**config.mk**
```make
export PLATFORM = sky130hd
export DESIGN_NAME = depuncturer
export DESIGN_NICKNAME = d
export VERILOG_FILES = /design/src/rtl/depunct_pkg.sv /design/src/rtl/depunct_cfg.sv /design/src/rtl/depunct_fifo.sv /design/src/rtl/depunct_sel.sv /design/src/rtl/depuncturer.sv
export SDC_FILE = /design/constraint.sdc
export NUM_CORES = 1
export LEC_CHECK = 0
export ABC_AREA = 0
export BUFFER_PORTS_ARGS = -buffer_cell sky130_fd_sc_hd__buf_4
export CAP_MARGIN = 40
export CORE_ASPECT_RATIO = 2
export CORE_UTILIZATION = 68
export DETAILED_ROUTE_END_ITERATION = 7
export PLACE_DENSITY = 0.87
export SYNTH_ARGS = -nofsm -noshare
export SYNTH_HDL_FRONTEND = slang
export SYNTH_SLANG_ARGS = --single-unit
```
**constraint.sdc**
```tcl
create_clock -name clk -period 26.6 [get_ports clk]
set_input_delay 3.99 -clock clk [delete_from_list [all_inputs] [get_ports clk]]
set_output_delay 3.99 -clock clk [all_outputs]
set_load 0.1 [all_outputs]
```
**src/rtl/depunct_pkg.sv**
```systemverilog
package depunct_pkg;

    localparam int MAX_COLS = 7;

    typedef logic [2:0] col_t;
    typedef logic [MAX_COLS-1:0] mask_t;

    typedef enum logic [2:0] {
        RATE_1_2 = 3'd0,
        RATE_2_3 = 3'd1,
        RATE_3_4 = 3'd2,
        RATE_5_6 = 3'd3,
        RATE_6_7 = 3'd4,
        RATE_7_8 = 3'd5
    } rate_e;

    // Active pattern description handed from the config stage to the selector
    typedef struct packed {
        col_t  start;
        col_t  len;
        mask_t xm;
        mask_t ym;
    } pat_cfg_t;

    function automatic rate_e decode_rate(input logic [2:0] code);
        if (code > 3'd5) return RATE_1_2;
        return rate_e'(code);
    endfunction

    // Bit c set = X term of column c is transmitted
    function automatic mask_t x_mask(input rate_e r);
        case (r)
            RATE_2_3: return 7'b0000001;
            RATE_3_4: return 7'b0000101;
            RATE_5_6: return 7'b0010101;
            RATE_6_7: return 7'b0101001;
            RATE_7_8: return 7'b1010001;
            default:  return 7'b0000001;
        endcase
    endfunction

    // Bit c set = Y term of column c is transmitted
    function automatic mask_t y_mask(input rate_e r);
        case (r)
            RATE_2_3: return 7'b0000011;
            RATE_3_4: return 7'b0000011;
            RATE_5_6: return 7'b0001011;
            RATE_6_7: return 7'b0010111;
            RATE_7_8: return 7'b0101111;
            default:  return 7'b0000001;
        endcase
    endfunction

    function automatic col_t period_len(input rate_e r);
        case (r)
            RATE_2_3: return 3'd2;
            RATE_3_4: return 3'd3;
            RATE_5_6: return 3'd5;
            RATE_6_7: return 3'd6;
            RATE_7_8: return 3'd7;
            default:  return 3'd1;
        endcase
    endfunction

    // phase modulo len by repeated subtraction (len >= 1, phase <= 7)
    function automatic col_t wrap_phase(input logic [2:0] ph, input col_t len);
        col_t v;
        v = ph;
        for (int k = 0; k < MAX_COLS; k++) begin
            if (v >= len) v = v - len;
        end
        return v;
    endfunction

endpackage

```
**src/rtl/depunct_cfg.sv**
```systemverilog
module depunct_cfg
    import depunct_pkg::*;
(
    input  logic     clk,
    input  logic     rst,
    input  logic [2:0] rate_code,
    input  logic [2:0] phase,
    output pat_cfg_t cfg,
    output logic     flush
);

    logic [5:0] key_q;
    logic [5:0] key_now;
    rate_e      rate;

    assign key_now = {rate_code, phase};
    assign rate    = decode_rate(rate_code);

    always_comb begin
        cfg.len   = period_len(rate);
        cfg.start = wrap_phase(phase, cfg.len);
        cfg.xm    = x_mask(rate);
        cfg.ym    = y_mask(rate);
    end

    always_ff @(posedge clk) begin
        key_q <= key_now;
    end

    assign flush = !rst && (key_now != key_q);

    AST_START_BELOW_LEN: assert property (@(posedge clk) disable iff (rst)
        cfg.start < cfg.len);

endmodule

```
**src/rtl/depunct_fifo.sv**
```systemverilog
module depunct_fifo #(
    parameter int W     = 3,
    parameter int DEPTH = 8,
    localparam int CNT_W = $clog2(DEPTH + 1),
    localparam int IDX_W = (DEPTH > 1) ? $clog2(DEPTH) : 1
) (
    input  logic             clk,
    input  logic             rst,
    input  logic             flush,
    input  logic             push,
    input  logic [W-1:0]     din0,
    input  logic [W-1:0]     din1,
    input  logic [1:0]       pop_n,
    output logic [W-1:0]     head0,
    output logic [W-1:0]     head1,
    output logic [CNT_W-1:0] count
);

    logic [W-1:0] mem [DEPTH];
    logic [W-1:0] nxt [DEPTH];
    logic [CNT_W-1:0] count_nxt;

    // Shift out pop_n entries from the front and append the pushed pair behind the survivors
    always_comb begin
        for (int j = 0; j < DEPTH; j++) begin
            int src;
            src = j + int'(pop_n);
            nxt[j] = '0;
            if (src < int'(count))
                nxt[j] = mem[src[IDX_W-1:0]];
            else if (push && src == int'(count))
                nxt[j] = din0;
            else if (push && src == int'(count) + 1)
                nxt[j] = din1;
        end
        count_nxt = count - CNT_W'(pop_n) + (push ? CNT_W'(2) : CNT_W'(0));
    end

    always_ff @(posedge clk) begin
        if (rst || flush) begin
            count <= '0;
            for (int j = 0; j < DEPTH; j++) mem[j] <= '0;
        end else begin
            count <= count_nxt;
            for (int j = 0; j < DEPTH; j++) mem[j] <= nxt[j];
        end
    end

    assign head0 = mem[0];
    assign head1 = mem[(DEPTH > 1) ? 1 : 0];

    AST_NO_UNDERFLOW: assert property (@(posedge clk) disable iff (rst)
        !flush |-> int'(pop_n) <= int'(count));
    AST_NO_OVERFLOW: assert property (@(posedge clk) disable iff (rst)
        (push && !flush) |-> (int'(count) - int'(pop_n) + 2 <= DEPTH));

endmodule

```
**src/rtl/depunct_sel.sv**
```systemverilog
module depunct_sel
    import depunct_pkg::*;
#(
    parameter int W     = 3,
    parameter int CNT_W = 4
) (
    input  logic             clk,
    input  logic             rst,
    input  logic             flush,
    input  pat_cfg_t         cfg,
    input  logic [CNT_W-1:0] count,
    input  logic [W-1:0]     head0,
    input  logic [W-1:0]     head1,
    output logic [1:0]       pop_n,
    output logic             out_valid,
    output logic [W-1:0]     out_x,
    output logic [W-1:0]     out_y,
    output logic             out_x_era,
    output logic             out_y_era,
    output logic             period_start
);

    col_t       col;
    logic       x_keep;
    logic       y_keep;
    logic [1:0] need;
    logic       fire;

    assign x_keep = cfg.xm[col];
    assign y_keep = cfg.ym[col];
    assign need   = {1'b0, x_keep} + {1'b0, y_keep};
    assign fire   = !flush && (CNT_W'(need) <= count) && (need != 2'd0);
    assign pop_n  = fire ? need : 2'd0;

    always_ff @(posedge clk) begin
        if (rst || flush) begin
            col <= cfg.start;
        end else if (fire) begin
            col <= (col == cfg.len - 3'd1) ? 3'd0 : col + 3'd1;
        end
    end

    always_ff @(posedge clk) begin
        if (rst || !fire) begin
            out_valid    <= 1'b0;
            out_x        <= '0;
            out_y        <= '0;
            out_x_era    <= 1'b0;
            out_y_era    <= 1'b0;
            period_start <= 1'b0;
        end else begin
            out_valid    <= 1'b1;
            out_x        <= x_keep ? head0 : '0;
            out_y        <= y_keep ? (x_keep ? head1 : head0) : '0;
            out_x_era    <= !x_keep;
            out_y_era    <= !y_keep;
            period_start <= (col == 3'd0);
        end
    end

    AST_COL_IN_PERIOD: assert property (@(posedge clk) disable iff (rst)
        !flush |-> col < cfg.len);
    AST_FLUSH_SILENCE: assert property (@(posedge clk) disable iff (rst)
        flush |=> !out_valid);

endmodule

```
**src/rtl/depuncturer.sv**
```systemverilog
module depuncturer
    import depunct_pkg::*;
#(
    parameter int SOFT_W = 3,
    parameter int DEPTH  = 8
) (
    input  logic              clk,
    input  logic              rst,
    input  logic [2:0]        rate_code,
    input  logic [2:0]        phase,
    input  logic              in_valid,
    input  logic [SOFT_W-1:0] in_i,
    input  logic [SOFT_W-1:0] in_q,
    output logic              out_valid,
    output logic [SOFT_W-1:0] out_x,
    output logic [SOFT_W-1:0] out_y,
    output logic              out_x_era,
    output logic              out_y_era,
    output logic              period_start
);

    localparam int CNT_W = $clog2(DEPTH + 1);

    pat_cfg_t          cfg;
    logic              flush;
    logic [1:0]        pop_n;
    logic [SOFT_W-1:0] head0;
    logic [SOFT_W-1:0] head1;
    logic [CNT_W-1:0]  count;

    depunct_cfg u_cfg (
        .clk       (clk),
        .rst       (rst),
        .rate_code (rate_code),
        .phase     (phase),
        .cfg       (cfg),
        .flush     (flush)
    );

    depunct_fifo #(.W(SOFT_W), .DEPTH(DEPTH)) u_fifo (
        .clk   (clk),
        .rst   (rst),
        .flush (flush),
        .push  (in_valid),
        .din0  (in_i),
        .din1  (in_q),
        .pop_n (pop_n),
        .head0 (head0),
        .head1 (head1),
        .count (count)
    );

    depunct_sel #(.W(SOFT_W), .CNT_W(CNT_W)) u_sel (
        .clk          (clk),
        .rst          (rst),
        .flush        (flush),
        .cfg          (cfg),
        .count        (count),
        .head0        (head0),
        .head1        (head1),
        .pop_n        (pop_n),
        .out_valid    (out_valid),
        .out_x        (out_x),
        .out_y        (out_y),
        .out_x_era    (out_x_era),
        .out_y_era    (out_y_era),
        .period_start (period_start)
    );

    AST_ERASED_X_ZERO: assert property (@(posedge clk) disable iff (rst)
        (out_valid && out_x_era) |-> out_x == '0);
    AST_ERASED_Y_ZERO: assert property (@(posedge clk) disable iff (rst)
        (out_valid && out_y_era) |-> out_y == '0);
    AST_ONE_TERM_KEPT: assert property (@(posedge clk) disable iff (rst)
        out_valid |-> !(out_x_era && out_y_era));
    AST_PERIOD_WITH_VALID: assert property (@(posedge clk) disable iff (rst)
        period_start |-> out_valid);

endmodule

```
# [Word-level counts from Yosys, hierarchy flattened]
# Memories as Yosys holds them, arrays and structs flattened.
# Index checks and enable logic that the tools add are counted.
# W data, S select, Z words.
[op_classes] n_reduce_logical=32 n_eq_ne=23 n_div=0 order_cmp=18 muxes=59 n_addsub=20 shifts=0 n_mul=0 bitwise=10
[ops] operator="$eq A32 B32 Y1" count=7
[ops] operator="$eq A32 B5 Y1" count=7
[ops] operator="$lt A32 B5 Y1" count=7
[ops] operator="$mux W3" count=45
[ops] operator="$eq A3 B32 Y1" count=1
[ops] operator="$pmux W7 S4" count=1
[ops] operator="$pmux W6 S4" count=1
[ops] operator="$ge A3 B3 Y1" count=7
[ops] operator="$sub A3 B3 Y3" count=7
[ops] operator="$logic_and A1 B1 Y1" count=19
[ops] operator="$add A3 B2 Y4 const A" count=4
[ops] operator="$pmux W3 S5" count=1
[ops] operator="$or A1 B1 Y1" count=8
[ops] operator="$mux W1" count=7
[ops] operator="$add A2 B2 Y3 const A" count=2
[ops] operator="$bmux W1 S3" count=2
[ops] operator="$eq A3 B2 Y1 const B" count=2
[ops] operator="$eq A3 B3 Y1 const B" count=2
[ops] operator="$ne A6 B6 Y1" count=1
[ops] operator="$reduce_or A2 Y1" count=3
[ops] operator="$add A4 B1 Y5 const B" count=1
[ops] operator="$logic_not A1 Y1" count=5
[ops] operator="$add A4 B4 Y4" count=1
[ops] operator="$eq A3 B4 Y1" count=1
[ops] operator="16 further kinds" count=20
[totals] ram_bits=24 elab_cells=172 reg_bits=23 romBits=0 latchBits=0 n_memories=1 output_inout_bits=10
[memory_table] memory="u_fifo.mem" depth=8 word_bits=3 rd=10 rd_ports_with_merged_regs=0 wr=8 line_no="depunct_fifo.sv:19" text="logic [W-1:0] mem [DEPTH];"

# [Longest topological paths before layout]
[depth] word_depth=20 ltp_mapped=55

# [By module]
# A second synthesis with hierarchy kept.
[hier_totals] cells_unflattened=675 area_unflattened_um2=5625.4
[by_module_without_submodules] module="depunct_fifo" cells_each=377 n_inst=1 area_each_um2=3175.5
[by_module_without_submodules] module="depunct_cfg" cells_each=210 n_inst=1 area_each_um2=1595.3
[by_module_without_submodules] module="depunct_sel" cells_each=88 n_inst=1 area_each_um2=854.6

# [Least setup slack after synthesis]
# OpenSTA, ideal clock, no wires.
[synth_path] path_type="input port to flip-flop" startpoint="in rate_code[0]" endpoint="reg u_sel.col[2] (data pin)" slack_ns=12.825 setup_time_ns=0.264 t_required_ns=26.336 path_stages=51 n_path_buf=1 arrival_ns=13.511 path_cell_list="buf_6 > nor2_1 > xor2_1 > ha_1 > inv_1 > o21ai_0 > a31oi_1 > and2_1 > inv_1 > ha_1 > a21oi_1 > o31ai_2 > a31oi_1 > nand3_1 > and3_1 > ha_1 > a21oi_1 > nand2_1 > [... 15 more ...] > a41o_1 > nor3_2 > mux2_2 > inv_2 > ha_1 > a21oi_1 > inv_1 > a21o_1 > or4_1 > o211ai_2 > inv_1 > ha_1 > o21ai_0 > nand2b_1 > a21oi_1 > o21ai_0 > a32oi_1 > o31ai_1"
[synth_between] elab_chain_cells=20 word_cells_on_any_way=38
[synth_lines] element="start, declared" line_no="depuncturer.sv:9" text="input logic [2:0] rate_code,"
[synth_lines] element="$gt A3 B3 Y1" line_no="depunct_pkg.sv:26" text="if (code > 3'd5) return RATE_1_2;"
[synth_lines] element="$mux W1" line_no="depunct_pkg.sv:26"
[synth_lines] element="$mux W3" line_no="depunct_pkg.sv:27" text="return rate_e'(code);"
[synth_lines] element="$eq A3 B3 Y1 (tied with other cells)" line_no="depunct_pkg.sv:55" text="case (r)"
[synth_lines] element="$pmux W3 S5" line_no="depunct_pkg.sv:55"
[synth_lines] element="$sub A3 B3 Y3 or $ge A3 B3 Y1 (tied branches)" line_no="depunct_pkg.sv:70" text="if (v >= len) v = v - len;"
[synth_lines] element="$mux W3" line_no="depunct_pkg.sv:70"
[synth_lines] element="$sub A3 B3 Y3 or $ge A3 B3 Y1 (tied branches)" line_no="depunct_pkg.sv:70"
[synth_lines] element="[... 4 more ...]"
[synth_lines] element="$mux W3" line_no="depunct_pkg.sv:70"
[synth_lines] element="$sub A3 B3 Y3 or $ge A3 B3 Y1 (tied branches)" line_no="depunct_pkg.sv:70"
[synth_lines] element="$mux W3" line_no="depunct_pkg.sv:70"
[synth_lines] element="$sub A3 B3 Y3 or $ge A3 B3 Y1 (tied branches)" line_no="depunct_pkg.sv:70"
[synth_lines] element="$mux W3" line_no="depunct_pkg.sv:70"
[synth_lines] element="$sub A3 B3 Y3 or $ge A3 B3 Y1 (tied branches)" line_no="depunct_pkg.sv:70"
[synth_lines] element="$mux W3" line_no="depunct_pkg.sv:70"
[synth_lines] element="$mux W3 *" line_no="depunct_sel.sv:36" text="if (rst || flush) begin"
[synth_lines] element="end signal, assigned" line_no="depunct_sel.sv:37" text="col <= cfg.start;"
[synth_lines] element="end signal, assigned" line_no="depunct_sel.sv:39" text="col <= (col == cfg.len - 3'd1) ? 3'd0 : col + 3'd1;"
[synth_lines] element="end, declared" line_no="depunct_sel.sv:23" text="col_t col;"
# Mark *: on every way between the ends. The rest lies on a longest branch, timed or not. The select of a mux whose other input is x is not followed.
# A chain may end at the register's enable or synchronous reset.

# [Worst setup path after layout]
[layout_path] startpoint="in rate_code[2]" endpoint="reg u_sel.col[2] (data pin)"
# The elaborated chain is that of the path after synthesis.

==> metrics <==
max-cap violations 0; CTS sink cnt 47; crit path max fanout 7; area grow syn2layout 7.60%; post-route antenna net violation count 0; DIE AREA about 0.0077 mm^2; Yosys top cell area share between 10% and 20%; Crit path required time roughly 27 ns; # DRC 0; Die Span X between 60 and 70 um; RSZ-0062 raised after global routing false; Hold Path End u_sel.out_y[2]$_SDFF_PP0_; vias in the first global route slightly above 5000; largest net degree at the start of global routing 40; CP peak stage delay roughly 0.43 ns; post-synth top area cell dfxtp_1; Post-synth EDFFs 3; Setup Buffers After CTS 0; Critical Path Source Type primary input; post-DR wirelength/cell 20.6 um; Mapped Area ~0.0050 mm^2; CTS buffer count 5; hold path depth 2; Synth warnings 0; hold_sp u_fifo.mem[0][2]$_SDFF_PN0_; post-route insts no fill 730; dpl hpwl between 10000 and 15000 um; total gr overflow 0; WL final about 15000 um; ys flop type dfxtp_1; Worst Path Arrival approximately 15 ns; Commonest cells post-synth 88 x nand2_1, 48 x ha_1, 46 x inv_1; Clk pin slew, worst setup/hold paths ~0.070 ns; final worst-path cycle share a little under three fifths; initial DRC count 436; fin util roughly 76%; final hold vios 0; Final Cell Area 0.00539 mm^2; syn_area_per_cell about 8 um^2; ranking of synthesized cells by area dfxtp_1 18%, ha_1 12%, nand2_1 6.6%, mux4_2 4.0%, a21oi_1 3.6%; initial antenna violation count 0; CTS root buffer clkbuf_16; core area about 0.0070 mm^2; worst skew pair latency around 0.3 ns; TritonRoute pass-1 iters 6; Slew HR 40.5%; status completed; register area share after synthesis 19.4%; worst hold-check path type register to register; final setup violation count 0; routed via count between 5000 and 6000; proportion of layout cells with a drive suffix above 1 around 11%; ys async rst share 0%; Reg-to-Reg Start u_sel.col[2]$_DFFE_PP_; vias per cell just under 7; CP most frequent cell ha_1; Setup crit start rate_code[2]; Syn Nets about 700; CP endpoint kind register; CTS resizes 0; GP Congestion about 1; Layout fillers between 500 and 600; dpl cell area around 0.0052 mm^2; Max Clock Freq about 66 MHz; ANT cells 0; min Tclk post-route 15.05 ns; placed instance count about 720; Final nets 711; Rows 43; total track usage 40.7%; input/output buffers 24; WS Path Type primary input to register; max-slew violations 0; count leader, synth nand2_1; hold buffer count at CTS 0; reg2reg setup slack 20.57 ns; Starting Density a little under three quarters; Seq cells post-synth 47; Final TNS setup 0 ns; die height about 120 um; first-pass GRT wire length 23900 um; R2R depth 21; CTS Buffer Depth 2; CTS tree built; Boundary Pins 25; synthesized instance count ~630; CP max-delay cell or4_1; htree depth 2; Worst-Margin Slew just under 0.9 ns; library cells used by synthesis 72; Critical R2R Capture u_fifo.mem[3][0]$_SDFFE_PN0P_; clk_skew ~0.0064 ns
## cells in the final DEF (no fill, tap or decap), drive strengths merged, types with 3 or more instances in the layout
master   Yosys  routed
a211o        9       9
a211oi      11      11
a21boi       6       6
a21o         5       5
a21oi       36      36
a221oi      15      15
a22o        11      11
a311oi       3       3
a31oi        4       4
and2         4       4
and3         5       5
buf          7      29
clkbuf      22       6
dfxtp       44      44
edfxtp       3       3
fa           9       9
ha          48      48
inv         53      54
mux2i       19      19
mux4         9       9
nand2       88      88
nand2b       8       8
nand3       20      20
nand4        8       8
nor2        42      42
nor2b        4       4
nor3        17      17
nor3b        6       6
o2111ai      3       3
o211ai       5       5
o21a         3       3
o21ai       40      40
o21bai       3       3
o311ai       3       3
o31ai        4       4
or3          6       6
xnor2       20      20
xor2         8       8
## sequential cells by signal, indices dropped and copies added, names as in the netlist
name and cells:
u_fifo.mem 24, u_cfg.key_q 6, u_fifo.count 4, u_sel.col 3, u_sel.out_x 3, u_sel.out_y 3, u_sel.out_valid 1, u_sel.out_x_era 1
u_sel.out_y_era 1, u_sel.period_start 1
## routing by layer
metal | part of all wire, % | track usage, % | up-vias
met4 | 9.4 | 38.2 | 0
met3 | 6.3 | 11.5 | 110
met5 | 0 | 0 | -
met1 | 31 | 33.8 | 2355
li1 | - | - | 2289
met2 | 53 | 75.3 | 247
## cells by family after synthesis
family | synth area share, %
and+or+nand+nor | 20.1
AOI/OAI and AO/OA | 24.5
buffers and inverters | 6.85
adders and majority gates | 15.6
DFF | 19.4
muxes | 8.37
xor gates and xnor gates | 5.20
## how the worst max path moves through the flow
stage	slack (ns)	depth (start not counted)	to
after floorplan	12.82	51	u_sel.col[2]$_DFFE_PP_
after global placement	12.13	53	u_sel.col[0]$_DFFE_PP_
after detailed placement	11.54	51	u_sel.col[2]$_DFFE_PP_
after CTS	11.85	51	u_sel.col[2]$_DFFE_PP_
after global routing	10.74	51	u_sel.col[2]$_DFFE_PP_
final	11.55	53	u_sel.col[2]$_DFFE_PP_
## worst max-delay path, delay by kind of cell
kind            cells  cell delay (ns)
compound gates     18             3.96
xor+xnor            1             0.27
buf+inv             8             0.68
simple gates       14             2.63
mux                 4             1.24
fa+ha+maj           8             2.33
## final cells by class
class                   count  area, um^2  area share (%)
multi-input cells         502        3690            68.6
flip-flops and latches     47         971            18.0
repair buffers             29         225            4.18
inverters                  54         208            3.86
clock buffers               6         139            2.58
well taps                  90         113            2.09
clock inverters             2        38.8           0.720
## per-stage QoR
step / hold slack (ns) / worst slack (ns)
finish: 0.495 / 11.55
global route: 0.525 / 10.74
CTS: 0.488 / 11.85
detailed placement: 0.480 / 11.54
global placement: 0.482 / 12.13
floorplan: 0.457 / 12.82
Power is not shown: default switching activity piles up to over one toggle a cycle in this logic, so the estimate is an artifact.
